==> config.mk <==
export PLATFORM = sky130hd
export DESIGN_NAME = isa_clk_recovery
export DESIGN_NICKNAME = d
export VERILOG_FILES = /design/src/rtl/isa_clk_pkg.sv /design/src/rtl/isa_clk_div.sv /design/src/rtl/isa_rec_timer.sv /design/src/rtl/isa_clk_recovery.sv
export SDC_FILE = /design/constraint.sdc
export NUM_CORES = 1
export LEC_CHECK = 0
export ABC_AREA = 0
export BUFFER_PORTS_ARGS = -buffer_cell sky130_fd_sc_hd__buf_4
export CORE_UTILIZATION = 45
export CTS_BUF_LIST = sky130_fd_sc_hd__clkbuf_8 sky130_fd_sc_hd__clkbuf_16
export CTS_CLUSTER_SIZE = 25
export DETAILED_ROUTE_END_ITERATION = 8
export GPL_ROUTABILITY_DRIVEN = 0
export PLACE_DENSITY = 0.61
export SLEW_MARGIN = 20
export SYNTH_ARGS = -nofsm -noshare
export SYNTH_HDL_FRONTEND = slang
export SYNTH_SLANG_ARGS = --single-unit
export TNS_END_PERCENT = 20
==> constraint.sdc <==
create_clock -name clk -period 3.25 [get_ports clk]
set_input_delay 0.4875 -clock clk [delete_from_list [all_inputs] [get_ports clk]]
set_output_delay 0.4875 -clock clk [all_outputs]
set_load 0.01 [all_outputs]
==> src/rtl/isa_clk_pkg.sv <==
package isa_clk_pkg;
  localparam int unsigned RATIO_MAX   = 4;
  localparam int unsigned PRE_MAX_LOG = 6;
  localparam int unsigned PD_W        = 3;
  localparam int unsigned PER_W       = $clog2(RATIO_MAX << PRE_MAX_LOG) + 1;
  localparam int unsigned BASE_HALVES = 7;
  localparam int unsigned EXTRA_MAX   = 7;
  localparam int unsigned HALF_MAX    = BASE_HALVES + 2 * EXTRA_MAX;
  localparam int unsigned HALF_W      = $clog2(HALF_MAX + 1);

  // configuration byte, msb first: bit7 div3, bit6 8-bit enable, 5:3 8-bit extra,
  // bit2 16-bit enable, 1:0 16-bit extra
  typedef struct packed {
    logic       div3;
    logic       rec8_en;
    logic [2:0] rec8_add;
    logic       rec16_en;
    logic [1:0] rec16_add;
  } cfg_t;

  function automatic logic [2:0] base_ratio(input logic fast, input logic div1, input logic div3);
    if (fast) return div1 ? 3'd1 : 3'd2;
    return div3 ? 3'd3 : 3'd4;
  endfunction

  function automatic logic [PER_W-1:0] full_period(input logic [2:0] ratio, input logic [PD_W-1:0] pd);
    logic [PER_W-1:0] p;
    p = PER_W'(ratio);
    if (pd != '0 && pd != '1) p = p << pd;
    return p;
  endfunction

  function automatic logic [HALF_W-1:0] rec_halves(input cfg_t c, input logic is16);
    logic [2:0] extra;
    extra = 3'd0;
    if (is16) begin
      if (c.rec16_en) extra = (c.rec16_add == 2'b00) ? 3'd4 : {1'b0, c.rec16_add};
    end else if (c.rec8_en) begin
      extra = c.rec8_add;
    end
    return HALF_W'(BASE_HALVES) + HALF_W'({extra, 1'b0});
  endfunction
endpackage

==> src/rtl/isa_clk_div.sv <==
module isa_clk_div import isa_clk_pkg::*; #(
  parameter logic [PER_W-1:0] RST_PERIOD = 4
) (
  input  logic             clk,
  input  logic             rst_n,
  input  logic [PER_W-1:0] next_period,
  output logic             sys_rise,
  output logic             sys_fall,
  output logic             sys_lvl,
  output logic [1:0]       edge_cnt
);
  logic [PER_W-1:0] ph;
  logic [PER_W-1:0] cur;
  logic [PER_W-1:0] half;
  logic             wrap;

  assign half = cur >> 1;
  assign wrap = (ph == cur - PER_W'(1));

  always_ff @(posedge clk or negedge rst_n) begin
    if (!rst_n) begin
      ph  <= '0;
      cur <= RST_PERIOD;
    end else if (wrap) begin
      ph  <= '0;
      cur <= next_period;
    end else begin
      ph  <= ph + PER_W'(1);
    end
  end

  assign sys_rise = (ph == '0);
  assign sys_fall = (ph == half);
  assign sys_lvl  = (cur == PER_W'(1)) ? 1'b1 : (ph < half);
  assign edge_cnt = {1'b0, sys_rise} + {1'b0, sys_fall};


  hold_period_chk: assert property (@(posedge clk) disable iff (!rst_n) !wrap |=> $stable(cur));

  restart_rise_chk: assert property (@(posedge clk) disable iff (!rst_n) wrap |=> sys_rise);

  dual_edge_chk: assert property (@(posedge clk) disable iff (!rst_n)
    (sys_rise && sys_fall) |-> (cur == PER_W'(1)));
endmodule

==> src/rtl/isa_rec_timer.sv <==
module isa_rec_timer import isa_clk_pkg::*; (
  input  logic              clk,
  input  logic              rst_n,
  input  logic              cyc_end,
  input  logic [HALF_W-1:0] load_val,
  input  logic [1:0]        edges,
  output logic              rec_done
);
  logic [HALF_W-1:0] cnt;

  always_ff @(posedge clk or negedge rst_n) begin
    if (!rst_n)             cnt <= '0;
    else if (cyc_end)       cnt <= load_val;
    else if (cnt != '0)     cnt <= (cnt <= HALF_W'(edges)) ? '0 : cnt - HALF_W'(edges);
  end

  assign rec_done = (cnt == '0);


  strobe_clear_chk: assert property (@(posedge clk) disable iff (!rst_n) cyc_end |=> !rec_done);

  cnt_bound_chk: assert property (@(posedge clk) disable iff (!rst_n) cnt <= HALF_W'(HALF_MAX));

  done_rise_chk: assert property (@(posedge clk) disable iff (!rst_n)
    $rose(rec_done) |-> $past(edges != 2'd0));
endmodule

==> src/rtl/isa_clk_recovery.sv <==
module isa_clk_recovery import isa_clk_pkg::*; #(
  parameter logic [7:0] CFG_RST = 8'h4D
) (
  input  logic            clk,
  input  logic            rst_n,
  input  logic            cfg_we,
  input  logic [7:0]      cfg_wdata,
  input  logic            fast_all,
  input  logic            fast_div1,
  input  logic            dec1_hit,
  input  logic            dec1_fast,
  input  logic            dec2_hit,
  input  logic            dec2_fast,
  input  logic [PD_W-1:0] pd_code,
  input  logic            cyc_is16,
  input  logic            cyc_end,
  output logic            sysclk,
  output logic            sysclk_rise,
  output logic            sysclk_fall,
  output logic            rec_done,
  output logic            tristate_req
);
  localparam logic [PER_W-1:0] RST_PERIOD = full_period(base_ratio(1'b0, 1'b0, CFG_RST[7]), '0);

  cfg_t              cfg_q;
  logic              fast_hit;
  logic [2:0]        ratio;
  logic [PER_W-1:0]  next_period;
  logic [HALF_W-1:0] load_halves;
  logic [1:0]        edge_cnt;

  always_ff @(posedge clk or negedge rst_n) begin
    if (!rst_n)      cfg_q <= cfg_t'(CFG_RST);
    else if (cfg_we) cfg_q <= cfg_t'(cfg_wdata);
  end

  assign fast_hit     = fast_all | (dec1_hit & dec1_fast) | (dec2_hit & dec2_fast);
  assign ratio        = base_ratio(fast_hit, fast_div1, cfg_q.div3);
  assign next_period  = full_period(ratio, pd_code);
  assign load_halves  = rec_halves(cfg_q, cyc_is16);
  assign tristate_req = (pd_code == '1);

  isa_clk_div #(.RST_PERIOD(RST_PERIOD)) u_div (
    .clk         (clk),
    .rst_n       (rst_n),
    .next_period (next_period),
    .sys_rise    (sysclk_rise),
    .sys_fall    (sysclk_fall),
    .sys_lvl     (sysclk),
    .edge_cnt    (edge_cnt)
  );

  isa_rec_timer u_rec (
    .clk      (clk),
    .rst_n    (rst_n),
    .cyc_end  (cyc_end),
    .load_val (load_halves),
    .edges    (edge_cnt),
    .rec_done (rec_done)
  );
endmodule

# --- Word level (Yosys, flattened, before mapping) ---
# Index checks and enable logic that the tools add are counted.
word_totals:
  reg_bits: 31
  inputBits: 22
  out_inout_bits: 5
  word_cells: 47
classes:
  n_addsub: 5
  n_lt_le_gt_ge: 2
  n_eq_ne: 5
  shifts: 1
  n_mux: 15
  bitwise: 4
  reduce_logical: 7
op_table:
  columns: ["operator", "n"]
  rows:
  - ["3-bit two-way mux", 7]
  - ["9-bit two-way mux", 2]
  - ["5-bit two-way mux", 3]
  - ["9-bit by 1-bit adder with 9-bit output, second input constant", 1]
  - ["9-bit by 1-bit == test with 1-bit output, second input constant", 1]
  - ["9-bit by 8-bit == test with 1-bit output", 1]
  - ["9-bit == test", 1]
  - ["9-bit zero test", 1]
  - ["9-bit by 8-bit < comparator with 1-bit output", 1]
  - ["3-bit by 3-bit left shift with 9-bit output", 1]
  - ["9-bit by 1-bit subtractor with 9-bit output, second input constant", 1]
  - ["3-bit by 4-bit adder with 5-bit output, first input constant", 1]
  - ["5-bit by 2-bit less-or-equal comparator with 1-bit output", 1]
  - ["5-bit zero test", 1]
  - ["5-bit nonzero test", 1]
  - ["5-bit by 2-bit subtractor with 5-bit output", 1]
  - ["3-bit == test, second input constant", 1]
  - ["3-bit inequality test, second input constant", 1]
  - ["3-bit nonzero test", 1]
  - ["1-bit by 1-bit adder with 2-bit output", 1]
  - ["1-bit bitwise AND", 2]
  - ["2-bit zero test", 1]
  - ["1-bit two-way mux", 2]
  - ["2-bit two-way mux", 1]
  - ["3 further kinds", 4]

# --- Depth between registers and ports, before layout ---
# Gate-level depths: netlist of run 1.
logic_depth:
  word_depth: 7
  ltp_mapped: 13
  ltp_nobuf: 12

# --- Hierarchy ---
# From an unflattened synthesis of run 1, not the netlist that was laid out.
unflattened:
  hier_cells: 247
  hier_area_um2: 2363.5
by_module_without_submodules:
  columns: ["mod", "instances", "cells_each", "area_each_um2", "seq_area_each_um2"]
  rows:
  - ["isa_clk_div", 1, 134, 1350.0, 451.7]
  - ["isa_clk_recovery", 1, 78, 676.9, 205.2]
  - ["isa_rec_timer", 1, 35, 336.6, 125.1]

# --- Least setup slack after synthesis of run 1 ---
# OpenSTA, ideal clock, no wires.
synth_timing:
  kind: "register -> register"
  from: "register u_div.cur[4]"
  to: "register u_rec.cnt[4]"
  setup_time_ns: 0.134
  arrival_ns: 2.563
  required_time_ns: 3.116
  setup_slack_ns: 0.553
  path_stages_with_launch: 13
  n_path_buf: 1
  period_less_slack_ns: 2.697
  path_cell_list: "dfrtp_1 > clkbuf_1 > inv_1 > ha_1 > nand4b_1 > nor3_1 > ha_1 > ha_1 > inv_1 > fa_1 > nor3_1 > mux2i_1 > o21ai_0"
synth_between:
  elab_chain_cells: 6
  word_cells_on_any_way: 7
  classes_between: "add/sub: 2; order compare: 1; eq/ne: 1; mux: 3"
synth_lines:
  columns: ["item", "line_no", "text"]
  rows:
  - ["start, declared", "isa_clk_div.sv:13", "logic [PER_W-1:0] cur;"]
  - ["start signal, assigned", "isa_clk_div.sv:26", "cur <= next_period;"]
  - ["9-bit by 8-bit == test with 1-bit output (*)", "isa_clk_div.sv:33", "assign sys_fall = (ph == half);"]
  - ["net sysclk_fall", "isa_clk_recovery.sv:19", "output logic sysclk_fall,"]
  - ["1-bit by 1-bit adder with 2-bit output (*)", "isa_clk_div.sv:35", "assign edge_cnt = {1'b0, sys_rise} + {1'b0, sys_fall};"]
  - ["5-bit by 2-bit subtractor with 5-bit output or 5-bit by 2-bit less-or-equal comparator with 1-bit output (tied branches)", "isa_rec_timer.sv:14", "else if (cnt != '0) cnt <= (cnt <= HALF_W'(edges)) ? '0 : cnt - HALF_W'(edges);"]
  - ["5-bit two-way mux (*) (2 in a row)", "isa_rec_timer.sv:14", null]
  - ["5-bit two-way mux (*)", "isa_rec_timer.sv:13", "else if (cyc_end) cnt <= load_val;"]
  - ["end signal, assigned", "isa_rec_timer.sv:13", null]
  - ["end signal, assigned", "isa_rec_timer.sv:14", null]
  - ["end, declared", "isa_rec_timer.sv:9", "logic [HALF_W-1:0] cnt;"]
# The timed path passes the listed nets; every way through them passes the cells marked *. The select of a mux whose other input is x is not followed.
# A chain may end at the register's enable or synchronous reset.

# --- Worst setup path in the final report of run 1 ---
layout_timing:
  from: "register u_div.cur[0]"
  to: "register u_div.cur[3]"
layout_between:
  elab_chain_cells: 2
layout_lines:
  columns: ["item", "line_no", "text"]
  rows:
  - ["9-bit by 1-bit subtractor with 9-bit output", "isa_clk_div.sv:18", "assign wrap = (ph == cur - PER_W'(1));"]
  - ["9-bit == test", "isa_clk_div.sv:18", null]
# No other way between the ends.

==> results of run 1 <==
## power by group
part | leakage [nW] | internal, mW | total, mW | switching, mW
Sequential | 0.358 | 0.409 | 0.425 | 0.0161
Clock | 0.0505 | 0.193 | 0.340 | 0.147
Combinational | 0.716 | 0.0546 | 0.111 | 0.0567
## area by class of cell
type	count	share of cell area
clock buffer	7	0.03797
clock inverter	1	0.002959
inverter	19	0.02811
multi-input combinational	175	0.5054
sequential	31	0.3082
tap	52	0.02564
timing repair buffer	31	0.09172
## registers in the layout, indices dropped and copies added, names as in the netlist
register and cells:
cfg_q 8, u_rec.cnt 5, u_div.ph 9, u_div.cur 9
## critical path: stages, from the launching register on
cell and delay [ps]:
dfrtp_1 450, inv_1 120, ha_1 210, or3b_2 490
nor3b_1 180, o21ai_0 100, a211o_1 340, a21oi_4 250
buf_4 210, mux2_2 330
## path summary, 6_finish.rpt
check,startpoint,to,cells after the start
max reg2reg,u_div.cur[0],u_div.cur[3],9
max,u_div.cur[0],u_div.cur[3],9
min in group clk,cfg_wdata[7],cfg_q[7],3
max in group asynchronous,rst_n,cfg_q[6],1
min,rst_n,u_div.cur[6],1
min reg2reg,cfg_q[5],cfg_q[5],1
## cells in the final DEF, fill, tap and decap left out, types with 9 or more instances in the layout
master	n
buf_4	31
dfrtp_1	26
inv_1	19
nor2_1	19
ha_1	16
nand2_1	13
o21ai_0	12
mux2_2	12
nor3_1	11
xor2_1	10
nand3_1	9
xnor2_1	9
## cell families after synthesis
family,after synthesis,share of synthesized area
buf+inv,28,0.05173
compound gates,42,0.1305
flops,31,0.3592
mux,19,0.09425
fa+ha+maj,17,0.1011
simple gates,78,0.1868
xor+xnor,19,0.07644
## per-layer routing
layer  part of all wire  track usage  routed length [µm]  vias to the layer above
li1                   -            -                   -                      886
met3              0.027      0.05767                 125                        8
met1               0.48       0.2750                2199                      874
met4              0.018      0.05664                  81                        0
met2               0.48       0.3460                2191                       36
met5                  0            0                   0                        -
## through the flow
step | util | total power [mW] | area [µm²]
floorplan | - | 0.4976 | 2177
global placement | 0.5403 | 0.5436 | 2434
CTS | 0.5633 | 0.8819 | 2537
finish | 0.5633 | 0.8758 | 2537
detailed placement | 0.5403 | 0.5435 | 2434
global route | 0.5633 | 0.9215 | 2537
==> results.sh, run 1 <==
export IMPL_status="completed"
export IMPL_die_h_um=71.56
export IMPL_clockRootBuffer="clkbuf_8"
export IMPL_power_density_nw_per_um2=345.2
export IMPL_drt_pass1_iterations=4
export IMPL_synth_area_leaders="dfrtp_1 (30%), ha_1 (9.2%), mux2_2 (6.2%)"
export IMPL_cts_buffers=5
export IMPL_ys_top_cells_by_count="dfrtp_1 (26), inv_1 (19), nor2_1 (19), ha_1 (16), nand2_1 (13)"
export IMPL_cts_setup_buffers=0
export IMPL_core_area_um2=4504
export IMPL_cts_sinks=31
export IMPL_leakage_nw=1.125
export IMPL_n_fill_cell=420
export IMPL_initial_core_util=0.4833
export IMPL_crit_path_end_kind="register"
export IMPL_antenna_cells=0
export IMPL_multi_input_area_um2=1282
export IMPL_antenna_found_initial=0
export IMPL_wire_per_inst_um=14.55
export IMPL_synthArstFlopShare=1.000
export IMPL_overflow=0
export IMPL_post_place_ws_ps=488.5
export IMPL_slew_headroom=0.6718
export IMPL_rows=24
export IMPL_synthFlopType="dfrtp_1"
export IMPL_synth_most_common_cell="dfrtp_1"
export IMPL_fin_cells=316
export IMPL_htree_levels=2
export IMPL_ant_nets=0
export IMPL_finalNetCount=302
export IMPL_drt_wl_total_um=4598
export IMPL_tns_ps=0
export IMPL_netlist_area_um2=2177
export IMPL_routed_via_density=5.709
export IMPL_post_cts_resized=0
export IMPL_drc_errors=0
export IMPL_fmax_mhz=357.6
export IMPL_final_max_slew_viol_count=0
export IMPL_clk_latency_ps=280
export IMPL_period_share=0.8603
export IMPL_clk_pin_slew_ps=70
export IMPL_globalRouteTotalUtil=0.2104
export IMPL_yosys_area_top_type_share=0.2989
export IMPL_yosysTopAreaCell="dfrtp_1"
export IMPL_synth_edff_count=0
export IMPL_ys_types=48
export IMPL_drt_initial_drc_count=107
export IMPL_holdCritPathClass="in2async"
export IMPL_worstPathArrival_ps=2960
export IMPL_grt_first_pass_wirelength_um=8314
export IMPL_drv_cap=0
export IMPL_first_global_vias=1814
export IMPL_syn_area_per_cell_um2=9.304
export IMPL_io_pins=27
export IMPL_dieArea_um2=5120
export IMPL_crit_required_ps=3420
export IMPL_hold_viol=0
export IMPL_placed_cells=308
export IMPL_ys_ff_latch=31
export IMPL_hold_worst_slack_ps=127.6
export IMPL_seqCellArea_um2=782.0
export IMPL_dp_hpwl_um=3510
export IMPL_yosysWarnings=0
export IMPL_synthToLayoutAreaGrowth_pct=16.55
export IMPL_finalSetupViolations=0
export IMPL_syn_nets=273
export IMPL_setup_slack_ps=453.9
export IMPL_setup_worst_path_start_class="register"
export IMPL_grt_max_degree=32
export IMPL_path_max_fanout=7
export IMPL_clock_path_buffers=2
export IMPL_critPathKind="reg2reg"
export IMPL_netlist_instances=234
export IMPL_num_vias=1804
export IMPL_drive_above_1_share=0.2235
export IMPL_r2r_slack_ps=450
export IMPL_period_needed_ps=2796
export IMPL_tightestPinTransition_ps=487.8
export IMPL_die_w_um=71.56
export IMPL_yosysSeqAreaShare=0.3592
export IMPL_fin_skew_ps=8.243
export IMPL_port_buffers=26
export IMPL_cts_hold_buf=0
export IMPL_cts_tree="built"
export IMPL_rsz0062_at_grt="false"
export IMPL_vdd_drop_max_mv=0.3223
Note: power is estimated with default switching activity, not from simulation.
==> run 2: changes to the inputs <==
clock period = 3.5 ns   (was 3.25 ns; I/O delays follow)
==> run 2 against run 1 <==
- setup slack gained 240 ps
- flip-flop and latch count unchanged
- critical endpoint is now u_div.cur[4]
- sequential share of layout area increased by 0.26 points
- global-route usage is 1.3 points lower
- cell count fell by 1.3%
==> results.sh, run 2 (synthesis gave the netlist of run 1 again) <==
export IMPL_overflow=0
export IMPL_crit_required_ps=3680
export IMPL_final_cell_mix="buf_4 (27), dfrtp_1 (26), inv_1 (19), nor2_1 (19), ha_1 (16)"
export IMPL_routed_via_density=5.679
export IMPL_clockRootBuffer="clkbuf_8"
export IMPL_cts_setup_buffers=0
export IMPL_hold_viol=0
export IMPL_grt_max_degree=32
export IMPL_setup_worst_path_start_class="register"
export IMPL_globalRouteTotalUtil=0.1977
export IMPL_fin_cells=312
export IMPL_seq_power_share=0.463
export IMPL_path_max_fanout=18
export IMPL_drt_wl_total_um=4416
export IMPL_status="completed"
export IMPL_critPathKind="reg2reg"
export IMPL_rows=24
export IMPL_layout_commonest_cell="buf_4"
export IMPL_finalNetCount=298
export IMPL_p_int_mw=0.6415
export IMPL_die_w_um=71.56
export IMPL_dp_hpwl_um=3365
export IMPL_slew_headroom=0.6238
export IMPL_die_h_um=71.56
export IMPL_antenna_cells=0
export IMPL_power_density_nw_per_um2=338.7
export IMPL_drt_pass1_iterations=4
export IMPL_fin_skew_ps=4.754
export IMPL_initial_core_util=0.4833
export IMPL_dpl_instance_area_um2=2404
export IMPL_clk_pin_slew_ps=70
export IMPL_rsz0062_at_grt="false"
export IMPL_placed_cells=304
export IMPL_htree_levels=2
export IMPL_port_buffers=26
export IMPL_wire_per_inst_um=14.15
export IMPL_period_share=0.8015
export IMPL_worstPathArrival_ps=2980
export IMPL_grt_first_pass_wirelength_um=7831
export IMPL_tns_ps=0
export IMPL_io_pins=27
export IMPL_dieArea_um2=5120
export IMPL_cts_buffers=5
export IMPL_crit_path_end_kind="register"
export IMPL_drive_above_1_share=0.2115
export IMPL_drv_cap=0
export IMPL_fmax_mhz=356.5
export IMPL_p_comb_frac=0.121
export IMPL_tightestPinTransition_ps=563.1
export IMPL_clk_latency_ps=290
export IMPL_reg_top3="u_div.cur x9, u_div.ph x9, cfg_q x8"
export IMPL_antenna_found_initial=0
export IMPL_swShare=0.2472
export IMPL_final_max_slew_viol_count=0
export IMPL_final_cell_area_um2=2516
export IMPL_core_area_um2=4504
export IMPL_clockPowerShare=0.417
export IMPL_cts_hold_buf=0
export IMPL_p_sw_mw=0.2107
export IMPL_num_vias=1772
export IMPL_n_fill_cell=414
export IMPL_cts_tree="built"
export IMPL_post_place_ws_ps=688.6
export IMPL_holdCritPathClass="in2async"
export IMPL_drt_initial_drc_count=91
export IMPL_ant_nets=0
export IMPL_synthToLayoutAreaGrowth_pct=15.57
export IMPL_leakage_nw=1.111
export IMPL_vdd_drop_max_mv=0.2365
export IMPL_finalSetupViolations=0
export IMPL_setup_slack_ps=694.6
export IMPL_first_global_vias=1743
export IMPL_drc_errors=0
export IMPL_post_cts_resized=0
export IMPL_clock_path_buffers=2
export IMPL_period_needed_ps=2805
export IMPL_cts_sinks=31
==> run 2: worst paths after layout <==
| path | slack, ps | startpoint | end | cells past startpoint |
|---|---|---|---|---|
| min | 150 | rst_n | u_div.ph[4] | 1 |
| max | 690 | u_div.cur[0] | u_div.cur[4] | 8 |
| min in group clk | 440 | cfg_wdata[7] | cfg_q[7] | 3 |
| min reg2reg | 520 | cfg_q[4] | cfg_q[4] | 1 |
| max in group asynchronous | 3010 | rst_n | cfg_q[2] | 1 |
| max reg2reg | 690 | u_div.cur[0] | u_div.cur[4] | 8 |
==> run 2: layout make-up <==
cell class              instances  area (µm²)  area share
multi-input cells             175        1282      0.5097
inverters                      19       71.32     0.02834
flip-flops and latches         31       782.0      0.3108
well taps                      52       65.06     0.02586
repair buffers                 27       202.7     0.08056
clock inverters                 3       43.79     0.01740
clock buffers                   5       68.82     0.02735
==> run 2: worst max-delay path: stages (launching register included) <==
cell and delay, ps:
dfrtp_1 430, inv_1 100, ha_1 200, or3b_2 480, nor3b_1 170, o21ai_0 100
a211o_1 330, a21oi_4 460, mux2_2 410
==> run 2: per-stage QoR <==
step           power (mW)  hold slack, ps    util
6_report           0.8522           149.4  0.5586
3_5_place_dp       0.5039           489.2  0.5336
5_1_grt            0.8867           192.7  0.5586
2_1_floorplan      0.4621           229.4       -
4_1_cts            0.8611           175.0  0.5586
3_3_place_gp       0.5040           490.0  0.5336
==> run 2: power groups by stage <==
stage,clock [mW],combinational [mW],sequential [mW]
detailed placement,0,0.103,0.401
finish,0.355,0.103,0.394
CTS,0.363,0.104,0.394
floorplan,0,0.0650,0.397
global placement,0,0.103,0.401
global route,0.371,0.118,0.397
==> run 2: layer usage <==
layer | global-route usage | part of all wire | vias to the layer above
met5 | 0 | 0 | -
met4 | 0.08497 | 0.022 | 0
met3 | 0.03376 | 0.036 | 10
met2 | 0.3238 | 0.47 | 34
met1 | 0.2600 | 0.48 | 843
li1 | - | - | 885
==> run 3: changes to the inputs <==
ABC_AREA = 1   (was 0)
PLACE_DENSITY = 0.63   (was 0.61)
clock period = 2.55 ns   (was 3.5 ns; I/O delays follow)
==> run 3 against run 2 <==
- non-clock buffer count rose by 15
- cell area grew 23%
- critical path depth rose by 2
- clock-buffer cell count up 1
- cell count up 46%
- clock skew increased by 3.6 ps
- area after synthesis grew 13%
==> results.sh, run 3 <==
export IMPL_drt_wl_total_um=5562
export IMPL_wl_met1_um=2507
export IMPL_syn_nets=374
export IMPL_drt_initial_drc_count=60
export IMPL_grt_max_degree=32
export IMPL_period_share=0.9707
export IMPL_reg_top3="u_div.cur x9, u_div.ph x9, cfg_q x8"
export IMPL_cts_tree="built"
export IMPL_leakage_nw=1.528
export IMPL_layout_commonest_cell="nand2_1"
export IMPL_die_h_um=75.97
export IMPL_rows=26
export IMPL_initial_core_util=0.4761
export IMPL_final_cell_mix="nand2_1 (95), inv_1 (43), buf_4 (42), nand3_1 (32), dfrtp_1 (26)"
export IMPL_fmax_mhz=404.0
export IMPL_wl_met2_um=2832
export IMPL_vdd_drop_max_mv=0.3177
export IMPL_seqCellArea_um2=782.0
export IMPL_clk_latency_ps=280
export IMPL_setup_worst_path_start_class="register"
export IMPL_io_pins=27
export IMPL_synth_area_leaders="dfrtp_1 (26%), nand2_1 (15%), ha_1 (8.1%)"
export IMPL_ff2ff_path_depth=10
export IMPL_dp_hpwl_um=4308
export IMPL_synthFlopType="dfrtp_1"
export IMPL_yosysTopAreaCell="dfrtp_1"
export IMPL_drv_cap=0
export IMPL_fin_cells=454
export IMPL_synthToLayoutAreaGrowth_pct=25.20
export IMPL_synth_most_common_cell="nand2_1"
export IMPL_utilization=0.5960
export IMPL_antenna_found_initial=0
export IMPL_drc_errors=0
export IMPL_die_w_um=75.97
export IMPL_routed_via_density=5.026
export IMPL_path_max_fanout=2
export IMPL_netlist_instances=335
export IMPL_synth_edff_count=0
export IMPL_yosysWarnings=0
export IMPL_power_density_nw_per_um2=368.5
export IMPL_slew_headroom=0.5776
export IMPL_finalNetCount=422
export IMPL_dieArea_um2=5771
export IMPL_cts_sinks=31
export IMPL_num_vias=2282
export IMPL_tightestPinTransition_ps=627.8
export IMPL_first_global_vias=2255
export IMPL_yosys_area_top_type_share=0.2642
export IMPL_hold_viol=0
export IMPL_cts_buffers=5
export IMPL_clockRootBuffer="clkbuf_8"
export IMPL_ant_nets=0
export IMPL_antenna_cells=0
export IMPL_yosysSeqAreaShare=0.3176
export IMPL_ys_top_cells_by_count="nand2_1 (97), inv_1 (44), nand3_1 (34), dfrtp_1 (26), nor2_1 (18)"
export IMPL_htree_levels=2
export IMPL_drt_pass1_iterations=5
export IMPL_ys_types=37
export IMPL_finalSetupViolations=0
export IMPL_status="completed"
export IMPL_crit_path_end_kind="register"
export IMPL_synthArstFlopShare=1.000
export IMPL_overflow=0
export IMPL_reg2reg_to="u_rec.cnt[1]"
export IMPL_cts_hold_buf=0
export IMPL_placed_cells=444
export IMPL_fin_skew_ps=8.321
export IMPL_ys_ff_latch=31
export IMPL_port_buffers=26
export IMPL_reg2reg_from="u_div.cur[2]"
export IMPL_clock_path_buffers=2
export IMPL_route_met3_wl_um=160
export IMPL_crit_required_ps=2680
export IMPL_drive_above_1_share=0.2708
export IMPL_n_fill_cell=501
export IMPL_grt_first_pass_wirelength_um=9611
export IMPL_rsz0062_at_grt="true"
export IMPL_clk_pin_slew_ps=70
export IMPL_final_max_slew_viol_count=0
export IMPL_multi_input_area_um2=1579
export IMPL_core_area_um2=5172
export IMPL_holdCritPathClass="in2async"
export IMPL_globalRouteTotalUtil=0.2044
export IMPL_wire_per_inst_um=12.25
export IMPL_worstPathArrival_ps=2610
export IMPL_critPathKind="reg2reg"
export IMPL_period_needed_ps=2475
export IMPL_finalPower_mw=1.136
export IMPL_netlist_area_um2=2462
export IMPL_maxUsedRoutingLayer="met4"
export IMPL_syn_area_per_cell_um2=7.350
export IMPL_r2r_slack_ps=70
-- run 3: changes by cell type after synthesis, sizes merged, moves of 7 or more --
| cell | delta |
|---|---|
| clkbuf | -7 |
| inv | +31 |
| mux2 | -11 |
| mux2i | -7 |
| nand2 | +89 |
| nand3 | +28 |
| nor2 | +13 |
-- run 3: cell families after synthesis --
group | Yosys count | synth area share
xor+xnor | 8 | 0.02845
buf+inv | 54 | 0.09299
fa+ha+maj | 17 | 0.08943
simple gates | 187 | 0.3852
flops | 31 | 0.3176
compound gates | 37 | 0.08181
mux | 1 | 0.004573
-- run 3: power breakdown --
part | internal [mW] | switching, mW | leakage [nW]
Sequential | 0.521 | 0.0176 | 0.341
Combinational | 0.0882 | 0.111 | 1.13
Clock | 0.214 | 0.184 | 0.0524
Total | 0.823 | 0.313 | 1.53
-- run 3: per-stage QoR --
step | hold slack (ps) | setup slack (ps) | TNS (ps) | instance area [µm²]
CTS | 48.33 | 16.79 | 0 | 2998
global placement | 344.0 | 41.47 | 0 | 2861
finish | 22.31 | 74.72 | 0 | 3083
detailed placement | 353.3 | -90.96 | -115.9 | 2861
floorplan | 86.91 | 6.802 | 0 | 2477
global route | 59.59 | -19.09 | -46.26 | 3083
-- run 3: worst max-delay path by stage --
stage          slack (ps)          from  cells after the start           end
2_1_floorplan           7  u_div.cur[2]                     13  u_rec.cnt[4]
3_3_place_gp           40  u_div.cur[2]                     13  u_rec.cnt[4]
3_5_place_dp          -90  u_div.cur[2]                     13  u_rec.cnt[4]
4_1_cts                20  u_div.cur[4]                     11  u_rec.cnt[4]
5_1_grt               -20  u_div.cur[2]                     13  u_rec.cnt[1]
6_report               70  u_div.cur[2]                     10  u_rec.cnt[1]
-- run 3: final cells by class --
type,instances,area share
clock inverters,2,0.002841
clock buffers,6,0.02679
multi-input cells,250,0.5122
well taps,70,0.02841
flip-flops and latches,31,0.2537
inverters,53,0.07386
repair buffers,42,0.1023
-- run 3: critical path, stage by stage (launching register included) --
cell and delay (ps):
dfstp_2 540, inv_2 50, ha_4 250, nand2_2 70, nor4_4 360, ha_4 260
ha_4 160, inv_4 60, fa_2 430, nand2_1 80, o22ai_1 60
-- run 3: what timing repair did --
action	in CTS	in global routing
gates resized for setup	8	15
setup buffers	2	0
pin swaps	7	7
endpoints found under the setup margin	3	6
endpoints found under the hold margin	0	0
-- run 3: layer usage --
layer,vias to the layer above,track usage
met5,-,0
met4,0,0.05192
met3,6,0.03832
met2,35,0.3618
met1,1062,0.2553
li1,1179,-
